==> src/rtl/qenc_pkg.sv <==
package qenc_pkg;
  localparam int SAMPLE_W = 2;
  localparam int PHASES   = 4;
  typedef logic [SAMPLE_W-1:0] sample_t;

  // Gray reading to linear position along 00,01,11,10
  function automatic logic [1:0] gray_to_pos(input sample_t s);
    return {s[1], s[1] ^ s[0]};
  endfunction
endpackage

==> src/rtl/qenc_sync.sv <==
module qenc_sync #(
  parameter int W      = 2,
  parameter int STAGES = 2
) (
  input  logic         clk,
  input  logic         rst,
  input  logic [W-1:0] din,
  output logic [W-1:0] dout
);
  logic [STAGES-1:0][W-1:0] chain_q;

  generate
    if (STAGES == 1) begin : g_single
      always_ff @(posedge clk) begin
        if (rst) chain_q <= '0;
        else     chain_q <= din;
      end
    end else begin : g_multi
      always_ff @(posedge clk) begin
        if (rst) chain_q <= '0;
        else     chain_q <= {chain_q[STAGES-2:0], din};
      end
    end
  endgenerate

  assign dout = chain_q[STAGES-1];
endmodule

==> src/rtl/qenc_packer.sv <==
module qenc_packer
  import qenc_pkg::*;
#(
  parameter int SLOTS  = 16,
  parameter int WORD_W = SLOTS * SAMPLE_W,
  parameter int CNT_W  = $clog2(SLOTS + 1)
) (
  input  logic              clk,
  input  logic              rst,
  input  logic              in_valid,
  input  sample_t           in_sample,
  input  logic              flush_req,
  output logic [WORD_W-1:0] out_data,
  output logic [CNT_W-1:0]  out_count,
  output logic              out_valid,
  input  logic              out_ready,
  output logic              overflow
);
  localparam logic [CNT_W-1:0] FULL = CNT_W'(SLOTS);

  logic [WORD_W-1:0] pack_q, base_data, nxt_data;
  logic [CNT_W-1:0]  cnt_q, base_cnt, nxt_cnt;
  logic              pend_q, ovf_q;
  logic              out_free, drain, ins, want_flush, emit;

  always_comb begin
    out_free   = !out_valid || out_ready;
    drain      = (cnt_q == FULL) && out_free;
    base_data  = drain ? '0 : pack_q;
    base_cnt   = drain ? '0 : cnt_q;
    ins        = in_valid && (base_cnt < FULL);
    nxt_data   = base_data;
    if (ins) nxt_data[int'(base_cnt) * SAMPLE_W +: SAMPLE_W] = in_sample;
    nxt_cnt    = base_cnt + CNT_W'(ins);
    want_flush = flush_req || pend_q;
    emit       = !drain && out_free &&
                 ((nxt_cnt == FULL) || (want_flush && (nxt_cnt != '0)));
  end

  always_ff @(posedge clk) begin
    if (rst) begin
      pack_q    <= '0;
      cnt_q     <= '0;
      pend_q    <= 1'b0;
      ovf_q     <= 1'b0;
      out_data  <= '0;
      out_count <= '0;
      out_valid <= 1'b0;
    end else begin
      if (drain) begin
        out_data  <= pack_q;
        out_count <= cnt_q;
        out_valid <= 1'b1;
      end else if (emit) begin
        out_data  <= nxt_data;
        out_count <= nxt_cnt;
        out_valid <= 1'b1;
      end else if (out_ready) begin
        out_valid <= 1'b0;
      end
      pack_q <= emit ? '0 : nxt_data;
      cnt_q  <= emit ? '0 : nxt_cnt;
      pend_q <= want_flush && !emit && (nxt_cnt != '0);
      if (in_valid && !ins) ovf_q <= 1'b1;
    end
  end

  assign overflow = ovf_q;
endmodule

==> src/rtl/qenc_decoder.sv <==
module qenc_decoder
  import qenc_pkg::*;
(
  input  logic    clk,
  input  logic    rst,
  input  logic    in_valid,
  input  sample_t in_sample,
  output logic    step_pulse,
  output logic    step_dir
);
  localparam logic signed [3:0] CYCLE_FWD = 4'sd4;
  localparam logic signed [3:0] CYCLE_BWD = -4'sd4;

  logic [1:0]        pos_q, new_pos, delta;
  logic signed [3:0] prog_q, prog_n;
  logic              fwd, bwd, at_rest;

  always_comb begin
    new_pos = gray_to_pos(in_sample);
    delta   = new_pos - pos_q;
    fwd     = (delta == 2'd1);
    bwd     = (delta == 2'(PHASES - 1));
    prog_n  = prog_q + (fwd ? 4'sd1 : -4'sd1);
    at_rest = (new_pos == 2'd0);
  end

  always_ff @(posedge clk) begin
    if (rst) begin
      pos_q      <= '0;
      prog_q     <= '0;
      step_pulse <= 1'b0;
      step_dir   <= 1'b0;
    end else begin
      step_pulse <= 1'b0;
      if (in_valid && (fwd || bwd)) begin
        pos_q <= new_pos;
        if (at_rest) begin
          prog_q <= '0;
          if (prog_n == CYCLE_FWD) begin
            step_pulse <= 1'b1;
            step_dir   <= 1'b1;
          end else if (prog_n == CYCLE_BWD) begin
            step_pulse <= 1'b1;
            step_dir   <= 1'b0;
          end
        end else begin
          prog_q <= prog_n;
        end
      end
    end
  end
endmodule

==> src/rtl/qenc_sampler_top.sv <==
module qenc_sampler_top
  import qenc_pkg::*;
#(
  parameter int SLOTS       = 16,
  parameter int SYNC_STAGES = 2,
  localparam int WORD_W     = SLOTS * SAMPLE_W,
  localparam int CNT_W      = $clog2(SLOTS + 1)
) (
  input  logic              clk,
  input  logic              rst,
  input  logic              sample_tick,
  input  logic              pin_a,
  input  logic              pin_b,
  input  logic              flush_req,
  output logic [WORD_W-1:0] word_data,
  output logic [CNT_W-1:0]  word_count,
  output logic              word_valid,
  input  logic              word_ready,
  output logic              overflow,
  output logic              step_pulse,
  output logic              step_dir
);
  sample_t sync_s, last_q;
  logic    accept;

  qenc_sync #(.W(SAMPLE_W), .STAGES(SYNC_STAGES)) u_sync (
    .clk (clk),
    .rst (rst),
    .din ({pin_a, pin_b}),
    .dout(sync_s)
  );

  // Change detection against the last reading taken
  assign accept = sample_tick && (sync_s != last_q);

  always_ff @(posedge clk) begin
    if (rst)              last_q <= '0;
    else if (sample_tick) last_q <= sync_s;
  end

  qenc_packer #(.SLOTS(SLOTS)) u_pack (
    .clk      (clk),
    .rst      (rst),
    .in_valid (accept),
    .in_sample(sync_s),
    .flush_req(flush_req),
    .out_data (word_data),
    .out_count(word_count),
    .out_valid(word_valid),
    .out_ready(word_ready),
    .overflow (overflow)
  );

  qenc_decoder u_dec (
    .clk       (clk),
    .rst       (rst),
    .in_valid  (accept),
    .in_sample (sync_s),
    .step_pulse(step_pulse),
    .step_dir  (step_dir)
  );
endmodule

==> config.mk <==
export PLATFORM = sky130hd
export DESIGN_NAME = qenc_sampler_top
export DESIGN_NICKNAME = d
export VERILOG_FILES = /design/src/rtl/qenc_pkg.sv /design/src/rtl/qenc_sync.sv /design/src/rtl/qenc_packer.sv /design/src/rtl/qenc_decoder.sv /design/src/rtl/qenc_sampler_top.sv
export SDC_FILE = /design/constraint.sdc
export NUM_CORES = 1
export LEC_CHECK = 0
export BUFFER_PORTS_ARGS = -buffer_cell sky130_fd_sc_hd__buf_2
export CAP_MARGIN = 25
export CORE_MARGIN = 2
export CORE_UTILIZATION = 63
export DETAILED_ROUTE_END_ITERATION = 6
export GPL_TIMING_DRIVEN = 0
export PLACE_DENSITY = 0.93
export SYNTH_ARGS = -nofsm -noshare
export SYNTH_HDL_FRONTEND = slang
export SYNTH_SLANG_ARGS = --single-unit
==> constraint.sdc <==
create_clock -name clk -period 6.9 [get_ports clk]
set_input_delay 1.035 -clock clk [delete_from_list [all_inputs] [get_ports clk]]
set_output_delay 1.035 -clock clk [all_outputs]
set_load 0.01 [all_outputs]
==> results of run 1 <==
## how the worst max path moves through the flow
stage / startpoint / to / slack, ps
after floorplan: word_ready / u_pack.out_data[26] / 3020
after global placement: u_pack.cnt_q[0] / u_pack.pack_q[6] / 2030
after detailed placement: u_pack.cnt_q[0] / u_pack.out_data[26] / 1970
after CTS: u_pack.cnt_q[0] / u_pack.out_data[26] / 1930
after global routing: u_pack.cnt_q[0] / u_pack.out_data[26] / 1470
final: u_pack.cnt_q[0] / u_pack.pack_q[12] / 1750
## report_power, final
group	switching [mW]	internal, mW
clock	0.203	0.208
combinational	0.0980	0.0368
sequential	0.00323	0.530
## synth_stat cells (2+ instances only)
library cell	number	area, sq um
and3_1	5	31.3
o21ai_0	12	60.1
nand3b_1	4	30.0
nor3_1	6	30.0
nor3b_1	2	15.0
o2111a_1	2	22.5
a21oi_1	35	175
a22oi_2	2	25.0
nor2_1	69	259
nand4_1	8	50.1
a31oi_1	35	219
or3_1	2	12.5
mux2i_1	4	40.0
nor2b_1	7	43.8
clkbuf_1	28	105
or2_2	7	43.8
nand2_1	45	169
nand3_1	43	215
a21boi_0	2	15.0
buf_6	2	22.5
inv_1	11	41.3
xor2_1	5	43.8
a2bb2oi_1	4	35.0
dfxtp_1	91	1820
nor4_1	2	12.5
xnor2_1	5	43.8
ha_1	9	113
and2_1	13	81.3
mux2_4	2	30.0
mux2_2	12	135
a22oi_1	30	225
buf_2	9	45.0
## state kept, by name, summed over array words and instances (netlist names)
name,count
u_pack.out_data,32
u_pack.pack_q,32
u_pack.cnt_q,5
u_pack.out_count,5
u_dec.prog_q,4
last_q,2
u_dec.pos_q,2
u_sync.chain_q,2
u_sync.dout,2
u_dec.step_dir,1
u_dec.step_pulse,1
u_pack.out_valid,1
u_pack.overflow,1
u_pack.pend_q,1
## layout make-up
| class | count | share of cell area [%] |
|---|---|---|
| buffer | 41 | 3.67 |
| clock buffer | 9 | 2.47 |
| clock inverter | 7 | 1.97 |
| inverter | 11 | 0.824 |
| multi-input combinational | 392 | 47.8 |
| sequential | 91 | 36.3 |
| tap | 96 | 2.40 |
| timing repair buffer | 45 | 4.49 |
## placed cells by master, fill, tap and decap left out, drive strengths merged, types with 3 or more instances in the layout
| master | netlist | final |
|---|---|---|
| a21oi | 35 | 35 |
| a22oi | 32 | 32 |
| a2bb2oi | 4 | 4 |
| a31oi | 35 | 35 |
| and2 | 13 | 13 |
| and3 | 5 | 5 |
| buf | 13 | 58 |
| clkbuf | 28 | 37 |
| dfxtp | 91 | 91 |
| ha | 9 | 9 |
| inv | 11 | 14 |
| mux2 | 14 | 14 |
| mux2i | 4 | 4 |
| nand2 | 45 | 45 |
| nand3 | 43 | 43 |
| nand3b | 4 | 4 |
| nand4 | 8 | 8 |
| nor2 | 69 | 69 |
| nor2b | 7 | 7 |
| nor3 | 6 | 6 |
| nor4 | 3 | 3 |
| o21ai | 12 | 12 |
| or2 | 8 | 8 |
| or3 | 3 | 3 |
| xnor2 | 5 | 5 |
| xor2 | 5 | 5 |
## worst max-delay path: stages (launching register included)
cell and delay, ps:
dfxtp_1 450, clkbuf_1 370, inv_1 190, ha_1 320, and4bb_4 260, nand2_1 220, clkbuf_1 520, a21oi_1 210
ha_1 270, ha_1 230, xnor2_1 220, o211ai_1 170, a21boi_0 380, nand2_1 190, nand2_1 350, clkbuf_1 510
nor2_1 150
## cells by family (layout without fill, tap and decap cells)
family                   count (synthesis)  after routing  synth area share, %
AO/OA/AOI/OAI                          133            133                 20.2
XOR/XNOR                                10             10                 1.97
adder cells (fa/ha/maj)                 10             10                 2.98
buffers and inverters                   52            113                 5.07
flip-flops                              91             91                 41.0
multiplexers                            18             18                 4.62
AND/OR/NAND/NOR                        221            221                 24.2
## layer usage
metal / part of all wire [%] / up-vias / track usage, %
li1: - / 2032 / -
met1: 40 / 2069 / 38.6
met2: 47 / 259 / 52.6
met3: 9.6 / 38 / 8.39
met4: 3.2 / 0 / 16.1
met5: 0 / - / 0
==> run metrics, run 1 <==
status complete, no violations; pre-CTS setup slack 1970 ps; final setup fails 0; HPWL Detailed 8.57 mm; first-pass GRT wire length 19.0 mm; TNS Setup 0 ps; Clock Sinks between 90 and 100; layout cells sized above 1 17.8%; library cells used by synthesis 54; IO Port Bufs 45; Clock Skew between 10 and 15 ps; fin crit share 74.6%; hold wc startpoint u_pack.out_data[9]; die height 88 microns; H-tree depth 3; Post CTS Setup Buffer Count 0; Syn-to-layout area delta 12.8%; Die W 88 microns; Final Util 73.8%; Hold Path Depth 2; Num CTS Buffers 9; top_reg_cell synth dfxtp_1; DRC Markers 0; worst skew pair latency ~380 ps; CTS-repair resized insts 0; CP required 7140 ps; core area roughly 6800 sq um; Cell Area, Synth between 4000 and 5000 sq um; unrepaired setup endpoints after global routing no; Synth Instances 535; post-route insts no fill a little under 700; min cycle time layout 5150 ps; drt total wl 12.2 mm; final hold viol count 0; CTS max path bufs 2; fin nets approximately 610; CP arrival 5380 ps; Worst-Margin Slew 995 ps; syn avg cell area a little over 8 sq um; via/cell ratio 6.36; 1st-iter DRT viols 412; CP Launch Type flop; CP max FO 10; fin worst setup slack 1750 ps; Max Slew Vio Count 0; Hold EP u_pack.out_data[9]; Detail Route Antenna Nets 0; pwr dens 215 nW/um^2; initial antenna violation count 0; Seq cells post-synth just over 90; YS warnings 0; clk slew on worst S/H paths 100 ps; routed wire length per instance roughly 18 microns; MaxCap Viol Count 0; GRT Total Usage a little under a third; fmax 194 MHz; WHS 453 ps; leakage 1.90 nW; CP Class reg2reg; reg2reg start u_pack.cnt_q[0]; largest net degree at the start of global routing 17; Ant. Diodes 0; num rows 30; via count 4,398; FFs w/ async S/R, synth 0%; die area approximately 7700 sq um; EDFF count, synth 0; num ports 48; initial core utilization between 60 and 70%; FF/Latch Area 1820 sq um; Hold Buf Count CTS 0; register area share after synthesis 41.0%; Slew HR 33.1%; DRT Pass-1 Iters 5; Placer Congestion approximately 1; post-route cell area ~5000 sq um; CTS root buf clkbuf_8; Total Power 1.08 mW; placed cell areas 4790 sq um; Worst R2R End u_pack.pack_q[12]; syn nets 552; Worst VDD drop 0.166 mV; min-delay worst type reg2reg; R2R Setup Slk 1750 ps; Placed Cells incl. Taps 676; R2R cell count 16; Worst setup EP type flop; area of the multi-input gates ~2400 sq um; gr ovfl total 0; # fillers 511; TritonCTS clock tree built; vias in the first global route 3,977
Power figures use the tool's default switching activity.
==> run 2, diff against run 1 <==
--- a/config.mk
+++ b/config.mk
@@ -8,10 +8,10 @@
 export BUFFER_PORTS_ARGS = -buffer_cell sky130_fd_sc_hd__buf_2
 export CAP_MARGIN = 25
 export CORE_MARGIN = 2
-export CORE_UTILIZATION = 63
+export CORE_UTILIZATION = 53
 export DETAILED_ROUTE_END_ITERATION = 6
 export GPL_TIMING_DRIVEN = 0
-export PLACE_DENSITY = 0.93
+export PLACE_DENSITY = 0.84
 export SYNTH_ARGS = -nofsm -noshare
 export SYNTH_HDL_FRONTEND = slang
 export SYNTH_SLANG_ARGS = --single-unit
==> constraint.sdc (replaced) <==
create_clock -name clk -period 4.2 [get_ports clk]
set_input_delay 0.63 -clock clk [delete_from_list [all_inputs] [get_ports clk]]
set_output_delay 0.63 -clock clk [all_outputs]
set_load 0.01 [all_outputs]
==> run metrics, run 2 (synthesized netlist as in run 1, its figures left out) <==
Worst setup EP type flop (unchanged); routed wire length per instance 17.6 microns (about the same); vias in the first global route 4,023 (was 3,977); CP Launch Type flop (unchanged); Worst R2R End u_pack.out_data[27] (was u_pack.pack_q[12]); Hold EP u_sync.dout[1] (was u_pack.out_data[9]); first-pass GRT wire length 19.9 mm (was 19.0 mm); H-tree depth 3 (unchanged); final hold viol count 0 (unchanged); unrepaired setup endpoints after global routing no (unchanged); DRT Pass-1 Iters 5 (unchanged); Max Slew Vio Count 0 (unchanged); largest net degree at the start of global routing 17 (unchanged); post-route cell area 5080 sq um (was 5010 sq um); pwr dens 342 nW/um^2 (was 215 nW/um^2); Worst-Margin Slew 1070 ps (was 995 ps); leading registers by flop count u_pack.out_data: 32 flops, u_pack.pack_q: 32 flops (unchanged); reg2reg start u_pack.cnt_q[0] (unchanged); drt total wl 12.4 mm (was 12.2 mm); via/cell ratio 6.14 (was 6.36); CP bufs+invs 6 (was 4); TritonCTS clock tree built (unchanged); post-route insts no fill 702 (was 692); Die W 95.6 microns (was 88 microns); Max stage delay on crit path 360 ps (was 520 ps); initial antenna violation count 0 (unchanged); Num CTS Buffers 9 (unchanged); HPWL Detailed 8.73 mm (was 8.57 mm); DRC Markers 0 (unchanged); min-delay worst type reg2reg (unchanged); most frequent cells in the layout 90 x dfxtp_1, 69 x nor2_1, 52 x buf_2 (was 91 x dfxtp_1, 69 x nor2_1, 54 x buf_2); fmax 249 MHz (was 194 MHz); GRT Total Usage 28.3% (was 32.0%); Clock Skew 9.46 ps (was 12.7 ps); Placer Congestion 0.942 (was 0.980); Hold Path Depth 1 (was 2); final setup fails 0 (unchanged); num rows 33 (was 30); Syn-to-layout area delta 14.3% (was 12.8%); CP arrival 4310 ps (was 5380 ps); fin crit share 95.8% (was 74.6%); via count 4,310 (was 4,398); Detail Route Antenna Nets 0 (unchanged); Hold Buf Count CTS 0 (unchanged); CTS max path bufs 2 (unchanged); CTS root buf clkbuf_8 (unchanged); clk slew on worst S/H paths 90 ps (was 100 ps); Ant. Diodes 0 (unchanged); min cycle time layout 4020 ps (was 5150 ps); num ports 48 (unchanged); R2R Setup Slk 180 ps (was 1750 ps); placed cell areas 4800 sq um (was 4790 sq um); # fillers 746 (was 511); initial core utilization 54.4% (was 65.4%); Placed Cells incl. Taps 685 (was 676); most common cell after layout, fill and taps aside dfxtp_1 (unchanged); CP required 4490 ps (was 7140 ps); layout cells sized above 1 20.9% (was 17.8%); Worst VDD drop 0.184 mV (was 0.166 mV); IO Port Bufs 45 (unchanged); CP Class reg2reg (unchanged); MaxCap Viol Count 0 (unchanged); die area 9140 sq um (was 7740 sq um); Slew HR 28.4% (was 33.1%); gr ovfl total 0 (unchanged); die height 95.6 microns (was 88 microns); worst skew pair latency 370 ps (was 380 ps); cell class contributing the biggest share of worst-path delay buffers and inverters (unchanged); status complete, no violations (unchanged); Clock Sinks 91 (unchanged); leakage 1.92 nW (was 1.90 nW); CP Cell Sequence clkbuf_4 -> inv_2 -> ha_2 -> and4bb_4 -> nand2_2 -> clkbuf_8 -> a21oi_1 -> ha_1 -> ha_1 -> nor2_1 -> o211ai_1 -> a21boi_2 -> and2_1 -> clkbuf_1 -> buf_4 -> clkbuf_4 -> nand3_1 -> a31oi_2 (was clkbuf_1 -> inv_1 -> ha_1 -> and4bb_4 -> nand2_1 -> clkbuf_1 -> a21oi_1 -> ha_1 -> ha_1 -> xnor2_1 -> o211ai_1 -> a21boi_0 -> nand2_1 -> nand2_1 -> clkbuf_1 -> nor2_1); R2R cell count 18 (was 16); fin nets 609 (was 608); 1st-iter DRT viols 477 (was 412); hold wc startpoint u_sync.chain_q[1] (was u_pack.out_data[9]); Crit-path slowest cell dfxtp_2 (was clkbuf_1); CP max FO 10 (unchanged); core area 8180 sq um (was 6790 sq um)
[run 2: what timing repair did]
action,CTS,global route
pin swaps,1,2
setup endpoints to repair,75,68
hold endpoints to repair,0,0
gates resized for setup,15,15
buffers inserted,1,1
[run 2: how the worst max path moves through the flow]
stage                                     end  slack [ps]  cells past startpoint            start
after floorplan           u_pack.out_data[26]         350                     18  u_pack.cnt_q[0]
final                     u_pack.out_data[27]         180                     18  u_pack.cnt_q[0]
after CTS                 u_pack.out_count[0]          20                     18  u_pack.cnt_q[0]
after detailed placement    u_pack.pack_q[12]        -760                     16  u_pack.cnt_q[0]
after global routing      u_pack.out_count[0]          20                     18  u_pack.cnt_q[0]
after global placement       u_pack.pack_q[6]        -690                     16  u_pack.cnt_q[0]
[run 2: cell type report]
cell class / count / area, sq um / area share (%)
inverters: 11 / 41.3 / 0.813
multi-input cells: 392 / 2430 / 47.8
repair buffers: 47 / 240 / 4.73
well taps: 105 / 131 / 2.59
plain buffers: 40 / 209 / 4.11
clock inverters: 6 / 71.3 / 1.40
flip-flops and latches: 91 / 1820 / 35.9
clock buffers: 10 / 138 / 2.71
[run 2: layer usage]
layer	vias to the layer above	track usage [%]	wire length [microns]
met5	-	0	0
met2	191	47.6	6070
li1	2031	-	-
met4	0	12.4	340
met1	2053	35.1	5050
met3	35	5.45	892
[run 2: power by group]
part           internal (mW)  switching, mW  total (mW)
registers              0.871        0.00497       0.876
logic                 0.0701          0.165       0.235
clock network          0.296          0.333       0.629
[run 2: stage by stage]
stage	setup slack (ps)	total power, mW	hold slack [ps]	setup TNS, ps	utilization [%]
floorplan	350	1.04	414	0	-
global placement	-688	1.11	417	-42460	58.7
detailed placement	-760	1.11	431	-45260	58.7
CTS	21.9	1.73	452	0	61.8
global route	22.1	1.80	466	0	62.2
finish	178	1.74	445	0	62.2
==> run 3, diff against run 2 <==
--- a/config.mk
+++ b/config.mk
@@ -14,4 +14,5 @@
 export PLACE_DENSITY = 0.84
 export SYNTH_ARGS = -nofsm -noshare
 export SYNTH_HDL_FRONTEND = slang
+export SYNTH_HIERARCHICAL = 1
 export SYNTH_SLANG_ARGS = --single-unit
==> run metrics, run 3 <==
sequential share of power 50.8% (was 50.3%); Num CTS Buffers 9 (unchanged); Worst VDD drop 0.189 mV (was 0.184 mV); CP Class reg2reg (unchanged); most common cell after layout, fill and taps aside dfxtp_1 (unchanged); initial core utilization 54.2% (was 54.4%); Final Util 61.4% (was 62.2%); fmax 248 MHz (was 249 MHz); via/cell ratio 6.24 (was 6.14); die area 9110 sq um (was 9140 sq um); R2R Setup Slk 160 ps (was 180 ps); Area contributors post-synth dfxtp_1 41%, a21oi_1 5.1%, nand3_1 4.2% (was dfxtp_1 41%, nor2_1 5.8%, a22oi_1 5.1%); post-synth top area cell dfxtp_1 (unchanged); reg2reg start u_pack/cnt_q[0] (was u_pack.cnt_q[0]); Slew HR 36.0% (was 28.4%); status complete, no violations (unchanged); Detail Route Antenna Nets 0 (unchanged); Placer Congestion 0.949 (was 0.942); H-tree depth 3 (unchanged); worst skew pair latency 360 ps (was 370 ps); CP Launch Type flop (unchanged); TritonCTS clock tree built (unchanged); Synth top area share 41.1% (was 41.0%); FFs w/ async S/R, synth 0% (unchanged); commonest cells in the netlist 91 x dfxtp_1, 46 x nand2_1, 45 x a21oi_1 (was 91 x dfxtp_1, 69 x nor2_1, 45 x nand2_1); Clock Skew 11.8 ps (was 9.46 ps); num rows 33 (unchanged); Synth Instances 501 (was 535); Switching Fraction 28.3% (was 28.9%); GRT Total Usage 26.3% (was 28.3%); CP Cell Sequence buf_2 -> inv_1 -> ha_2 -> nand4bb_4 -> nor2_2 -> clkbuf_4 -> clkbuf_4 -> nor2_1 -> ha_1 -> ha_1 -> xor2_1 -> nor3_2 -> a211o_1 -> nand3_1 -> nand3_1 -> clkbuf_2 -> o21ba_2 (was clkbuf_4 -> inv_2 -> ha_2 -> and4bb_4 -> nand2_2 -> clkbuf_8 -> a21oi_1 -> ha_1 -> ha_1 -> nor2_1 -> o211ai_1 -> a21boi_2 -> and2_1 -> clkbuf_1 -> buf_4 -> clkbuf_4 -> nand3_1 -> a31oi_2); IO Port Bufs 47 (was 45); top_reg_cell synth dfxtp_1 (unchanged); Worst-Margin Slew 953 ps (was 1070 ps); routed wire length per instance 17.4 microns (was 17.6 microns); num ports 48 (unchanged); initial antenna violation count 0 (unchanged); R2R cell count 17 (was 18); first-pass GRT wire length 18.7 mm (was 19.9 mm); library cells used by synthesis 64 (was 54); via count 4,176 (was 4,310); Max stage delay on crit path 350 ps (was 360 ps); pwr dens 343 nW/um^2 (was 342 nW/um^2); Clock Sinks 91 (unchanged); core area 8180 sq um (unchanged); Net Sw Power 0.487 mW (was 0.503 mW); Pint 1.24 mW (about the same); CP startpoint u_pack/cnt_q[0] (was u_pack.cnt_q[0]); TNS Setup 0 ps (unchanged); CTS root buf clkbuf_8 (unchanged); MaxCap Viol Count 0 (unchanged); syn nets 518 (was 552); min-delay worst type reg2reg (unchanged); fin nets 576 (was 609); fin crit share 96.1% (was 95.8%); DRC Markers 0 (unchanged); leakage 1.88 nW (was 1.92 nW); die height 95.5 microns (was 95.6 microns); Crit-path slowest cell a211o_1 (was dfxtp_2); layout cells sized above 1 20.6% (was 20.9%); Cell Area, Synth 4430 sq um (was 4450 sq um); Syn-to-layout area delta 13.3% (was 14.3%); Seq cells post-synth 91 (unchanged); Post CTS Setup Buffer Count 0 (was 1); Die W 95.5 microns (was 95.6 microns); combinational fraction of design power 14.1% (was 13.5%); gr ovfl total 0 (unchanged); Worst setup EP type flop (unchanged); YS warnings 6 (was 0); vias in the first global route 3,967 (was 4,023); clk slew on worst S/H paths 80 ps (was 90 ps); min cycle time layout 4040 ps (was 4020 ps); final setup fails 0 (unchanged); Worst R2R End u_pack/pack_q[30] (was u_pack.out_data[27]); Clock power frac 35.1% (was 36.2%); final hold viol count 0 (unchanged); leading registers by flop count u_pack/out_data: 32 flops, u_pack/pack_q: 32 flops (was u_pack.out_data: 32 flops, u_pack.pack_q: 32 flops); CP required 4500 ps (was 4490 ps); register area share after synthesis 41.1% (was 41.0%); Hold Buf Count CTS 0 (unchanged); CP arrival 4340 ps (was 4310 ps); count leader, synth dfxtp_1 (unchanged); crit path to u_pack/pack_q[30] (was u_pack.out_data[27]); HPWL Detailed 8.24 mm (was 8.73 mm); CTS max path bufs 2 (unchanged); DRT Pass-1 Iters 6 (was 5); largest net degree at the start of global routing 16 (was 17); Ant. Diodes 0 (unchanged); EDFF count, synth 0 (unchanged); 1st-iter DRT viols 380 (was 477); Max Slew Vio Count 0 (unchanged); syn avg cell area 8.85 sq um (was 8.31 sq um); CP max FO 10 (unchanged); drt total wl 11.6 mm (was 12.4 mm); unrepaired setup endpoints after global routing no (unchanged); most frequent cells in the layout 91 x dfxtp_1, 57 x buf_2, 46 x nand2_1 (was 90 x dfxtp_1, 69 x nor2_1, 52 x buf_2)
==> run 3: timing repair <==
action / CTS / global route
resized for setup: 4 / 7
pin swaps: 0 / 0
endpoints found under the setup margin: 68 / 54
==> run 3: worst max-delay path, delay by kind of cell, from the launching register on <==
family	cells	cell delay [ps]
and+or+nand+nor	6	920
xor gates and xnor gates	1	270
buffers and inverters	5	1160
adders and majority gates	3	700
DFF	1	320
AOI/OAI and AO/OA	2	620
==> run 3: final cells by class <==
type	instances	area [sq um]
well taps	105	131
repair buffers	47	235
multi-input cells	362	2390
inverters	14	52.6
clock inverters	6	65.1
plain buffers	34	190
flip-flops and latches	91	1820
fillers	719	3150
clock buffers	10	138
==> run 3: through the flow <==
| stage | std cells | cell area (sq um) | hold slack, ps | setup slack (ps) | total power, mW |
|---|---|---|---|---|---|
| floorplan | 501 | 4430 | 414 | 565 | 1.06 |
| global placement | 653 | 4800 | 422 | -214 | 1.12 |
| detailed placement | 653 | 4800 | 430 | -345 | 1.13 |
| CTS | 669 | 5010 | 450 | 47.1 | 1.71 |
| global route | 669 | 5020 | 471 | 22.1 | 1.78 |
| finish | 669 | 5020 | 452 | 164 | 1.72 |
==> run 3: power by group through the flow <==
| stage | clock, mW | sequential (mW) | combinational [mW] |
|---|---|---|---|
| 6_report | 0.605 | 0.875 | 0.243 |
| 5_1_grt | 0.645 | 0.876 | 0.258 |
| 4_1_cts | 0.607 | 0.875 | 0.233 |
| 3_5_place_dp | 0 | 0.895 | 0.231 |
| 3_3_place_gp | 0 | 0.895 | 0.226 |
| 2_1_floorplan | 0 | 0.896 | 0.159 |
==> run 3: routing by layer <==
layer  global-route usage, %  wire (microns)
met1                    34.6            5030
met2                    42.8            5470
met3                    4.82             889
met4                    10.6             258
met5                       0               0
==> run 3: how the worst min path moves through the flow <==
stage | slack (ps) | cells after the start | end | from
finish | 450 | 1 | u_sync/dout[0] | u_sync/chain_q[0]
global route | 470 | 1 | u_sync/dout[0] | u_sync/chain_q[0]
CTS | 450 | 1 | u_sync/dout[0] | u_sync/chain_q[0]
detailed placement | 430 | 1 | u_sync/dout[0] | u_sync/chain_q[0]
global placement | 420 | 1 | u_sync/dout[1] | u_sync/chain_q[1]
floorplan | 410 | 1 | u_sync/dout[0] | u_sync/chain_q[0]
==> run 3: logic make-up (layout without fill, tap and decap cells) <==
kind of cell,count (synthesis),after routing,synth area share (%)
simple gates,197,197,23.9
flops,91,91,41.1
buf+inv,48,111,5.19
mux,14,14,3.33
xor+xnor,9,9,2.46
compound gates,132,132,21.0
fa+ha+maj,10,10,2.99
